<file path="src/rtl/fracn_pkg.sv">
package fracn_pkg;
  localparam int ACC_W       = 4;
  localparam int SWAL_W      = 5;
  localparam int MIN_N_WIDE  = 1056;

  typedef enum logic {
    PRE_16_17 = 1'b0,
    PRE_32_33 = 1'b1
  } pre_sel_e;
endpackage

</file>
<file path="src/rtl/fracn_acc.sv">
module fracn_acc #(
  parameter int ACC_W = fracn_pkg::ACC_W
) (
  input  logic             clk,
  input  logic             rst_n,
  input  logic             step,
  input  logic             mod16,
  input  logic [ACC_W-1:0] num,
  output logic             carry,
  output logic [ACC_W-1:0] acc_q,
  output logic             mod_q
);
  localparam logic [ACC_W:0] FULL = ACC_W'(1) << ACC_W;

  logic [ACC_W-1:0] base, acc_d;
  logic [ACC_W:0]   limit, sum, diff;

  always_comb begin
    base  = (mod16 != mod_q) ? '0 : acc_q;
    limit = mod16 ? FULL : FULL - 1'b1;
    sum   = {1'b0, base} + {1'b0, num};
    diff  = sum - limit;
    carry = (sum >= limit);
    acc_d = carry ? diff[ACC_W-1:0] : sum[ACC_W-1:0];
  end

  always_ff @(posedge clk or negedge rst_n) begin
    if (!rst_n) begin
      acc_q <= '0;
      mod_q <= 1'b0;
    end else if (step) begin
      acc_q <= acc_d;
      mod_q <= mod16;
    end
  end
endmodule

</file>
<file path="src/rtl/fracn_split.sv">
module fracn_split #(
  parameter int NW = 16,
  parameter int AW = fracn_pkg::SWAL_W,
  parameter int BW = NW - 3
) (
  input  logic          [NW-1:0] n_int,
  input  fracn_pkg::pre_sel_e    pre,
  input  logic                   carry,
  output logic          [BW-1:0] b_cnt,
  output logic          [AW-1:0] a_cnt,
  output logic                   bad
);
  logic [NW:0] n_eff;
  logic        floor_low;

  always_comb begin
    n_eff = {1'b0, n_int} + {{NW{1'b0}}, carry};
    if (pre == fracn_pkg::PRE_32_33) begin
      a_cnt = n_eff[4:0];
      b_cnt = {1'b0, n_eff[NW:5]};
    end else begin
      a_cnt = {1'b0, n_eff[3:0]};
      b_cnt = n_eff[NW:4];
    end
    floor_low = (pre == fracn_pkg::PRE_32_33) && (n_int < NW'(fracn_pkg::MIN_N_WIDE));
    bad = (b_cnt < BW'(a_cnt)) || (b_cnt == '0) || floor_low;
  end
endmodule

</file>
<file path="src/rtl/fracn_swallow.sv">
module fracn_swallow #(
  parameter int BW = 13,
  parameter int AW = fracn_pkg::SWAL_W
) (
  input  logic          clk,
  input  logic          rst_n,
  input  logic          en,
  input  logic [BW-1:0] b_cnt,
  input  logic [AW-1:0] a_cnt,
  output logic          ld,
  output logic          fb,
  output logic          mod
);
  logic          run_q, run_d;
  logic [BW-1:0] main_q, main_d;
  logic [AW-1:0] swal_q, swal_d;
  logic          main_end;

  assign main_end = (main_q == '0);
  assign ld       = en && (!run_q || main_end);
  assign fb       = run_q && main_end;
  assign mod      = run_q && (swal_q != '0);

  always_comb begin
    run_d  = run_q;
    main_d = main_q;
    swal_d = swal_q;
    if (!en) begin
      run_d  = 1'b0;
      main_d = '0;
      swal_d = '0;
    end else if (ld) begin
      run_d  = 1'b1;
      main_d = b_cnt - 1'b1;
      swal_d = a_cnt;
    end else begin
      main_d = main_q - 1'b1;
      if (swal_q != '0) swal_d = swal_q - 1'b1;
    end
  end

  always_ff @(posedge clk or negedge rst_n) begin
    if (!rst_n) begin
      run_q  <= 1'b0;
      main_q <= '0;
      swal_q <= '0;
    end else begin
      run_q  <= run_d;
      main_q <= main_d;
      swal_q <= swal_d;
    end
  end
endmodule

</file>
<file path="src/rtl/fracn_fb_div.sv">
module fracn_fb_div #(
  parameter int NW = 16
) (
  input  logic          clk_i,
  input  logic          rst_ni,
  input  logic          en_i,
  input  logic [NW-1:0] n_int_i,
  input  logic          pre_sel_i,
  input  logic [3:0]    frac_num_i,
  input  logic          frac_mod16_i,
  output logic          fb_o,
  output logic          mod_ctl_o,
  output logic          cfg_err_o
);
  localparam int ACC_W = fracn_pkg::ACC_W;
  localparam int AW    = fracn_pkg::SWAL_W;
  localparam int BW    = NW - 3;

  logic [1:0]       rst_sync;
  logic             rst_n;
  logic             ld, carry, bad, mod_q;
  logic [ACC_W-1:0] acc_q;
  logic [BW-1:0]    b_cnt;
  logic [AW-1:0]    a_cnt;
  logic             err_q, err_d;
  fracn_pkg::pre_sel_e pre;

  always_ff @(posedge clk_i or negedge rst_ni) begin
    if (!rst_ni) rst_sync <= 2'b00;
    else         rst_sync <= {rst_sync[0], 1'b1};
  end
  assign rst_n = rst_sync[1];

  assign pre = fracn_pkg::pre_sel_e'(pre_sel_i);

  fracn_acc #(.ACC_W(ACC_W)) u_acc (
    .clk(clk_i), .rst_n(rst_n), .step(ld), .mod16(frac_mod16_i),
    .num(frac_num_i), .carry(carry), .acc_q(acc_q), .mod_q(mod_q)
  );

  fracn_split #(.NW(NW), .AW(AW), .BW(BW)) u_split (
    .n_int(n_int_i), .pre(pre), .carry(carry),
    .b_cnt(b_cnt), .a_cnt(a_cnt), .bad(bad)
  );

  fracn_swallow #(.BW(BW), .AW(AW)) u_swal (
    .clk(clk_i), .rst_n(rst_n), .en(en_i), .b_cnt(b_cnt), .a_cnt(a_cnt),
    .ld(ld), .fb(fb_o), .mod(mod_ctl_o)
  );

  always_comb begin
    err_d = err_q;
    if (ld) err_d = bad;
  end

  always_ff @(posedge clk_i or negedge rst_n) begin
    if (!rst_n) err_q <= 1'b0;
    else        err_q <= err_d;
  end
  assign cfg_err_o = err_q;
endmodule

</file>
<file path="config.mk">
export PLATFORM = sky130hd
export DESIGN_NAME = fracn_fb_div
export DESIGN_NICKNAME = d
export VERILOG_FILES = /design/src/rtl/fracn_pkg.sv /design/src/rtl/fracn_acc.sv /design/src/rtl/fracn_split.sv /design/src/rtl/fracn_swallow.sv /design/src/rtl/fracn_fb_div.sv
export SDC_FILE = /design/constraint.sdc
export NUM_CORES = 1
export LEC_CHECK = 0
export BUFFER_PORTS_ARGS = -buffer_cell sky130_fd_sc_hd__buf_2
export CORE_ASPECT_RATIO = 0.7
export CORE_MARGIN = 2
export CORE_UTILIZATION = 55
export CTS_CLUSTER_SIZE = 28
export DETAILED_ROUTE_END_ITERATION = 6
export GPL_ROUTABILITY_DRIVEN = 0
export GPL_TIMING_DRIVEN = 0
export MAX_ROUTING_LAYER = met4
export PLACE_DENSITY_LB_ADDON = 0.12
export REMOVE_ABC_BUFFERS = 1
export SLEW_MARGIN = 20
export SYNTH_ARGS = -nofsm -noshare
export SYNTH_HDL_FRONTEND = slang
export SYNTH_SLANG_ARGS = --single-unit
</file>
<file path="constraint.sdc">
create_clock -name clk_i -period 2 [get_ports clk_i]
set_input_delay 0.4 -clock clk_i [delete_from_list [all_inputs] [get_ports clk_i]]
set_output_delay 0.4 -clock clk_i [all_outputs]
set_load 0.02 [all_outputs]
</file>
Yosys cells after proc, flatten, opt, wreduce, memory -nomap -nowiden. Cells that the tools add are included.

Reductions and logical operators: 11. Magnitude comparators: 3. Equality and inequality tests: 3. Mux-type cells: 12. Add/subtract/negate cells: 6.

Operator list (number): $mux 13 (3); $logic_not 13->1 (2); $sub 13x1->13 const B (2); $mux 5 (5); $add 16x1->17 (1); $lt 16x11->1 const B (1); $lt 13x5->1 (1); $mux 4 (2); $add 4x4->5 (1); $ge 5x5->1 (1); $reduce_bool 5->1 (1); $sub 5x1->5 const B (1); $logic_and 1x1->1 (4); $sub 4x4->4 (1); $logic_or 1x1->1 (3); $ne 3x1->1 const B (1); $mux 1 (2); $ne 2x1->1 const B (1); $logic_not 1->1 (1); $ne 1x1->1 (1).

Input bits: 25. Register bits: 27. Output and inout port bits: 3.

Logic depth before layout (Yosys ltp).
Word-level depth: 9. Mapped depth: 26. Depth with buffers taken out: 24.

Hierarchy. Synthesis repeated with hierarchy kept, for this count alone.

Cell total of the unflattened synthesis: 336. Area, all modules: 2827.7 sq um.

By module, submodules not included: fracn_swallow (cells each 148, instances 1, area each 1315.0 sq um); fracn_split (cells each 125, instances 1, area each 860.8 sq um); fracn_acc (cells each 58, instances 1, area each 558.0 sq um); fracn_fb_div (cells each 5, instances 1, area each 93.8 sq um).

Worst setup path after synthesis. No wires, ideal clock.

Kind: in2reg. Start: in frac_mod16_i. End: reg u_swal.main_q[11]. Arrival time: 4.805 ns. Stages: 20. Setup slack: -2.871 ns. Library setup time: 0.066 ns. Cells stage by stage: xnor2_1 -> and2_1 -> ha_1 -> fa_1 -> xor2_1 -> ha_1 -> a21oi_1 -> a21boi_0 -> o21ai_0 -> nand2b_1 -> clkbuf_1 -> ha_1 -> ha_1 -> nand3_4 -> or4_4 -> mux2i_2 -> o31ai_2 -> or3_1 -> or4_1 -> nand2_1.

Word-level cells in the longest chain between the ends: 9.

RTL lines: start: declaration (RTL line fracn_fb_div.sv:10) `input logic frac_mod16_i,`; $ne 1x1->1 (RTL line fracn_acc.sv:19) `base = (mod16 != mod_q) ? '0 : acc_q;`; $mux 4 (RTL line fracn_acc.sv:19); $add 4x4->5 (RTL line fracn_acc.sv:21) `sum = {1'b0, base} + {1'b0, num};`; $ge 5x5->1 * (RTL line fracn_acc.sv:23) `carry = (sum >= limit);`; $add 16x1->17 * (RTL line fracn_split.sv:17) `n_eff = {1'b0, n_int} + {{NW{1'b0}}, carry};`; $mux 13 * (RTL line fracn_split.sv:18) `if (pre == fracn_pkg::PRE_32_33) begin`; $sub 13x1->13 * (RTL line fracn_swallow.sv:34) `main_d = b_cnt - 1'b1;`; $mux 13 * (RTL line fracn_swallow.sv:32) `end else if (ld) begin`; $mux 13 * (RTL line fracn_swallow.sv:28) `if (!en) begin`; net u_swal.main_d[11] (RTL line fracn_swallow.sv:15) `logic [BW-1:0] main_q, main_d;`; end signal: assignment (RTL line fracn_swallow.sv:49) `main_q <= main_d;`; end: declaration (RTL line fracn_swallow.sv:15).

The timed path passes the listed nets; every way through them passes the cells marked *. A chain may end at the register's enable or synchronous reset.

Final worst setup path.
Start: reg u_acc.mod_q. End: reg u_swal.main_q[8].

Word-level cells in the longest chain between the ends: 9.

RTL lines: start: declaration (RTL line fracn_acc.sv:11) `output logic mod_q`; start signal: assignment (RTL line fracn_acc.sv:33) `mod_q <= mod16;`; $ne 1x1->1 (RTL line fracn_acc.sv:19); $mux 4 (RTL line fracn_acc.sv:19); $add 4x4->5 (RTL line fracn_acc.sv:21); $ge 5x5->1 (RTL line fracn_acc.sv:23); $add 16x1->17 (RTL line fracn_split.sv:17); $mux 13 (RTL line fracn_split.sv:18); $sub 13x1->13 (RTL line fracn_swallow.sv:34); $mux 13 (RTL line fracn_swallow.sv:32); $mux 13 (RTL line fracn_swallow.sv:28); net u_swal.main_d[8] (RTL line fracn_swallow.sv:15).

The timed path passes the listed nets, and every way through them passes these cells.

==> flow_metrics.env <==
export IMPL_run_status="finished, violations left"
export IMPL_violations_in_the_final_reports="setup timing"
export IMPL_synth_warnings=0
export IMPL_globalRoute_totalOverflow=0
export IMPL_placement_rows=21
export IMPL_number_of_antenna_violations_at_the_first_check_in_global_routing=0
export IMPL_synthToLayoutAreaGrowth_pct=37.1
export IMPL_critical_path_most_common_cell="ha_4"
export IMPL_slew_headroom=0.514
export IMPL_ctsLongestPathBuffers=2
export IMPL_post_synth_most_frequent_cells="34 x nor2_1, 27 x dfrtp_1, 27 x nand2_1"
export IMPL_synth_most_common_cell="nor2_1"
export IMPL_syn_cell_area_um2=2750
export IMPL_top_reg_cell_synth="dfrtp_1"
export IMPL_arrival_time_at_the_worst_endpoint_ps=4940
export IMPL_critical_path_peak_fanout=5
export IMPL_routed_wire_length_per_instance_um=16.4
export IMPL_grt_met1_usage=0.376
export IMPL_post_route_util=0.787
export IMPL_grt_max_degree=41
export IMPL_crit_path_max_incr_delay_ps=550
export IMPL_tightest_slew_ps=729
export IMPL_worstRegToRegCells=24
export IMPL_totalWireLength_mm=7.57
export IMPL_path_depth=24
export IMPL_ctsHtreeMaxLevel=1
export IMPL_avgViaCountPerCell=6.01
export IMPL_dpl_hpwl_mm=4.66
export IMPL_clk_latency_ps=280
export IMPL_grt_pass1_vias=2605
export IMPL_preCtsSetupSlack_ps=-3630
export IMPL_numPortBuffers=27
export IMPL_gr_max_usage_layer="met2"
export IMPL_count_of_flip_flops_with_a_built_in_enable_after_synthesis=0
export IMPL_dpl_cell_area_um2=2860
export IMPL_crit_path_end_kind="flop"
export IMPL_firstDrtPassIters=4
export IMPL_clk_pin_slew_worst_paths_ps=90
export IMPL_synthesis_instances=329
export IMPL_static_leakage_power_uw=0.00159
export IMPL_design_core_area_um2=4780
export IMPL_die_y_um=63.1
export IMPL_worst_setup_path_type="reg -> reg"
export IMPL_ys_async_sr_fraction=1.00
export IMPL_critical_path_top_delay_family="adder cells"
export IMPL_rsz0062_at_grt="true"
export IMPL_synth_largest_type_area_fraction=0.246
export IMPL_maxClockFrequency_mhz=209
export IMPL_groute_usage_overall=0.281
export IMPL_final_max_slew_violation_count=0
export IMPL_clock_sink_count=27
export IMPL_setup_ws_ps=-2780
export IMPL_power_density_nw_per_um2=1170
export IMPL_path_buf_inv=1
export IMPL_drv_cap=0
export IMPL_cts_root_buf="clkbuf_8"
export IMPL_grt_first_pass_wirelength_mm=12.1
export IMPL_syn_avg_cell_area_um2=8.34
export IMPL_place_detailed_instances=407
export IMPL_stdcell_area_um2=3760
export IMPL_initial_cell_density_of_the_core=0.574
export IMPL_use_met2=0.446
export IMPL_antenna_cells=0
export IMPL_setup_viol_count_final=24
export IMPL_netlist_top_cells_area="dfrtp_1 25%, ha_1 7.7%, nor2_1 4.6%"
export IMPL_yosys_reg_bits=27
export IMPL_groute_layer_met3_usage=0.0511
export IMPL_route_detailed_drc=0
export IMPL_timing_clock_skew_ps=5.21
export IMPL_vias=2771
export IMPL_synth_distinct_cells=63
export IMPL_number_of_buffers_created_by_cts=3
export IMPL_hold_viol=0
export IMPL_post_route_cells_drive_above_1_share=0.401
export IMPL_timing_critical_path_slowest_stage_cell="fa_2"
export IMPL_worstPathCellList="xnor2_2 -> and2_4 -> ha_4 -> fa_2 -> ha_4 -> a21o_1 -> a21oi_2 -> a21boi_2 -> o21ai_1 -> nand2b_1 -> ha_4 -> ha_4 -> nand4_1 -> o22ai_2 -> nand2_1 -> o211ai_1 -> mux2i_1 -> ha_2 -> nor3b_4 -> a32oi_2 -> nor4_4 -> buf_4 -> xnor2_1 -> nor2_1"
export IMPL_fin_crit_sh=2.39
export IMPL_sequential_element_share_of_the_synthesized_area=0.246
export IMPL_cp_required_ps=2150
export IMPL_nNetsFinal=437
export IMPL_setup_tns_ps=-46420
export IMPL_cp_start_kind="flop"
export IMPL_finalCriticalPeriod_ps=4780
export IMPL_drt_initial_drc_count=175
export IMPL_worst_hold_path_type="reg -> async"
export IMPL_fp_dieArea_um2=5580
export IMPL_pin_count=28
export IMPL_post_drt_antenna_nets=0
export IMPL_final_instance_count_excl_fill=461
export IMPL_clock_tree_from_tritoncts="yes"
export IMPL_vdd_drop_max_mv=0.912
export IMPL_synth_top_cell_by_area="dfrtp_1"
export IMPL_fp_dieW_um=88.4
[power by group]
group / internal (µW) / switching [µW]
Sequential: 721 / 180
Combinational: 1660 / 1530
Clock: 140 / 176
[cells by family (layout without fill, tap and decap cells)]
family,after synthesis,count (layout),share of synthesized area
fa+ha+maj,19,19,0.0921
simple gates,136,136,0.282
other cells,1,1,0.00137
compound gates,85,85,0.220
xor+xnor,19,19,0.0606
flops,27,27,0.246
mux,11,11,0.0424
buf+inv,31,94,0.0561
[worst paths after layout]
check                                         from                         end  slack [ps]
hold / removal               rst_sync[1]$_DFF_PN0_  u_swal.main_q[2]$_DFF_PN0_         260
max in group asynchronous    rst_sync[1]$_DFF_PN0_    u_swal.run_q$_DFFE_PN0P_        1370
setup reg to reg           u_acc.mod_q$_DFFE_PN0P_  u_swal.main_q[8]$_DFF_PN0_       -2780
setup / recovery           u_acc.mod_q$_DFFE_PN0P_  u_swal.main_q[8]$_DFF_PN0_       -2780
hold reg to reg              rst_sync[1]$_DFF_PN0_  u_swal.main_q[2]$_DFF_PN0_         260
min in group clk_i                            en_i    u_swal.run_q$_DFFE_PN0P_         340
[through the flow]
step	total power (µW)	hold slack, ps
finish	4410	262
global route	4750	316
CTS	3880	317
detailed placement	2800	190
global placement	2750	185
floorplan	2380	104
[state kept, by name (all words and copies together) (netlist names)]
name	cells
u_acc.acc_q	4
u_acc.mod_q	1
cfg_err_o	1
rst_sync	2
u_swal.main_q	13
u_swal.run_q	1
u_swal.swal_q	5
[placed cells by master (no fill, tap or decap), types with 6 or more instances in the layout]
cell type	instances
xnor2_1	8
buf_6	9
ha_1	9
nor3_1	9
nand3_1	6
nand2_1	25
dfrtp_1	26
o21ai_1	7
and2_1	7
a21oi_1	12
nor2_1	31
buf_2	26
inv_1	12
a21oi_2	8
ha_4	7
nor4_1	6
buf_4	40
mux2i_1	8
[final cells by class]
type,instances,area [µm²]
clock buffer,3,41.3
clock inverter,1,5.00
fill,305,1020
inverter,13,48.8
multi-input combinational,271,2340
sequential,27,677
tap,69,86.3
timing repair buffer,77,569
[metal layers]
layer,vias up,share of wire
met5,-,0
met4,0,0.019
met3,18,0.049
met2,91,0.49
met1,1314,0.44
li1,1348,-
[timing repair]
action	CTS	global route
pin swaps	53	26
resized for setup	59	35
endpoints found under the hold margin	2	0
setup buffers	34	14
setup endpoints to repair	25	25
hold buffers	1	0
Power figures use the tool's default switching activity.
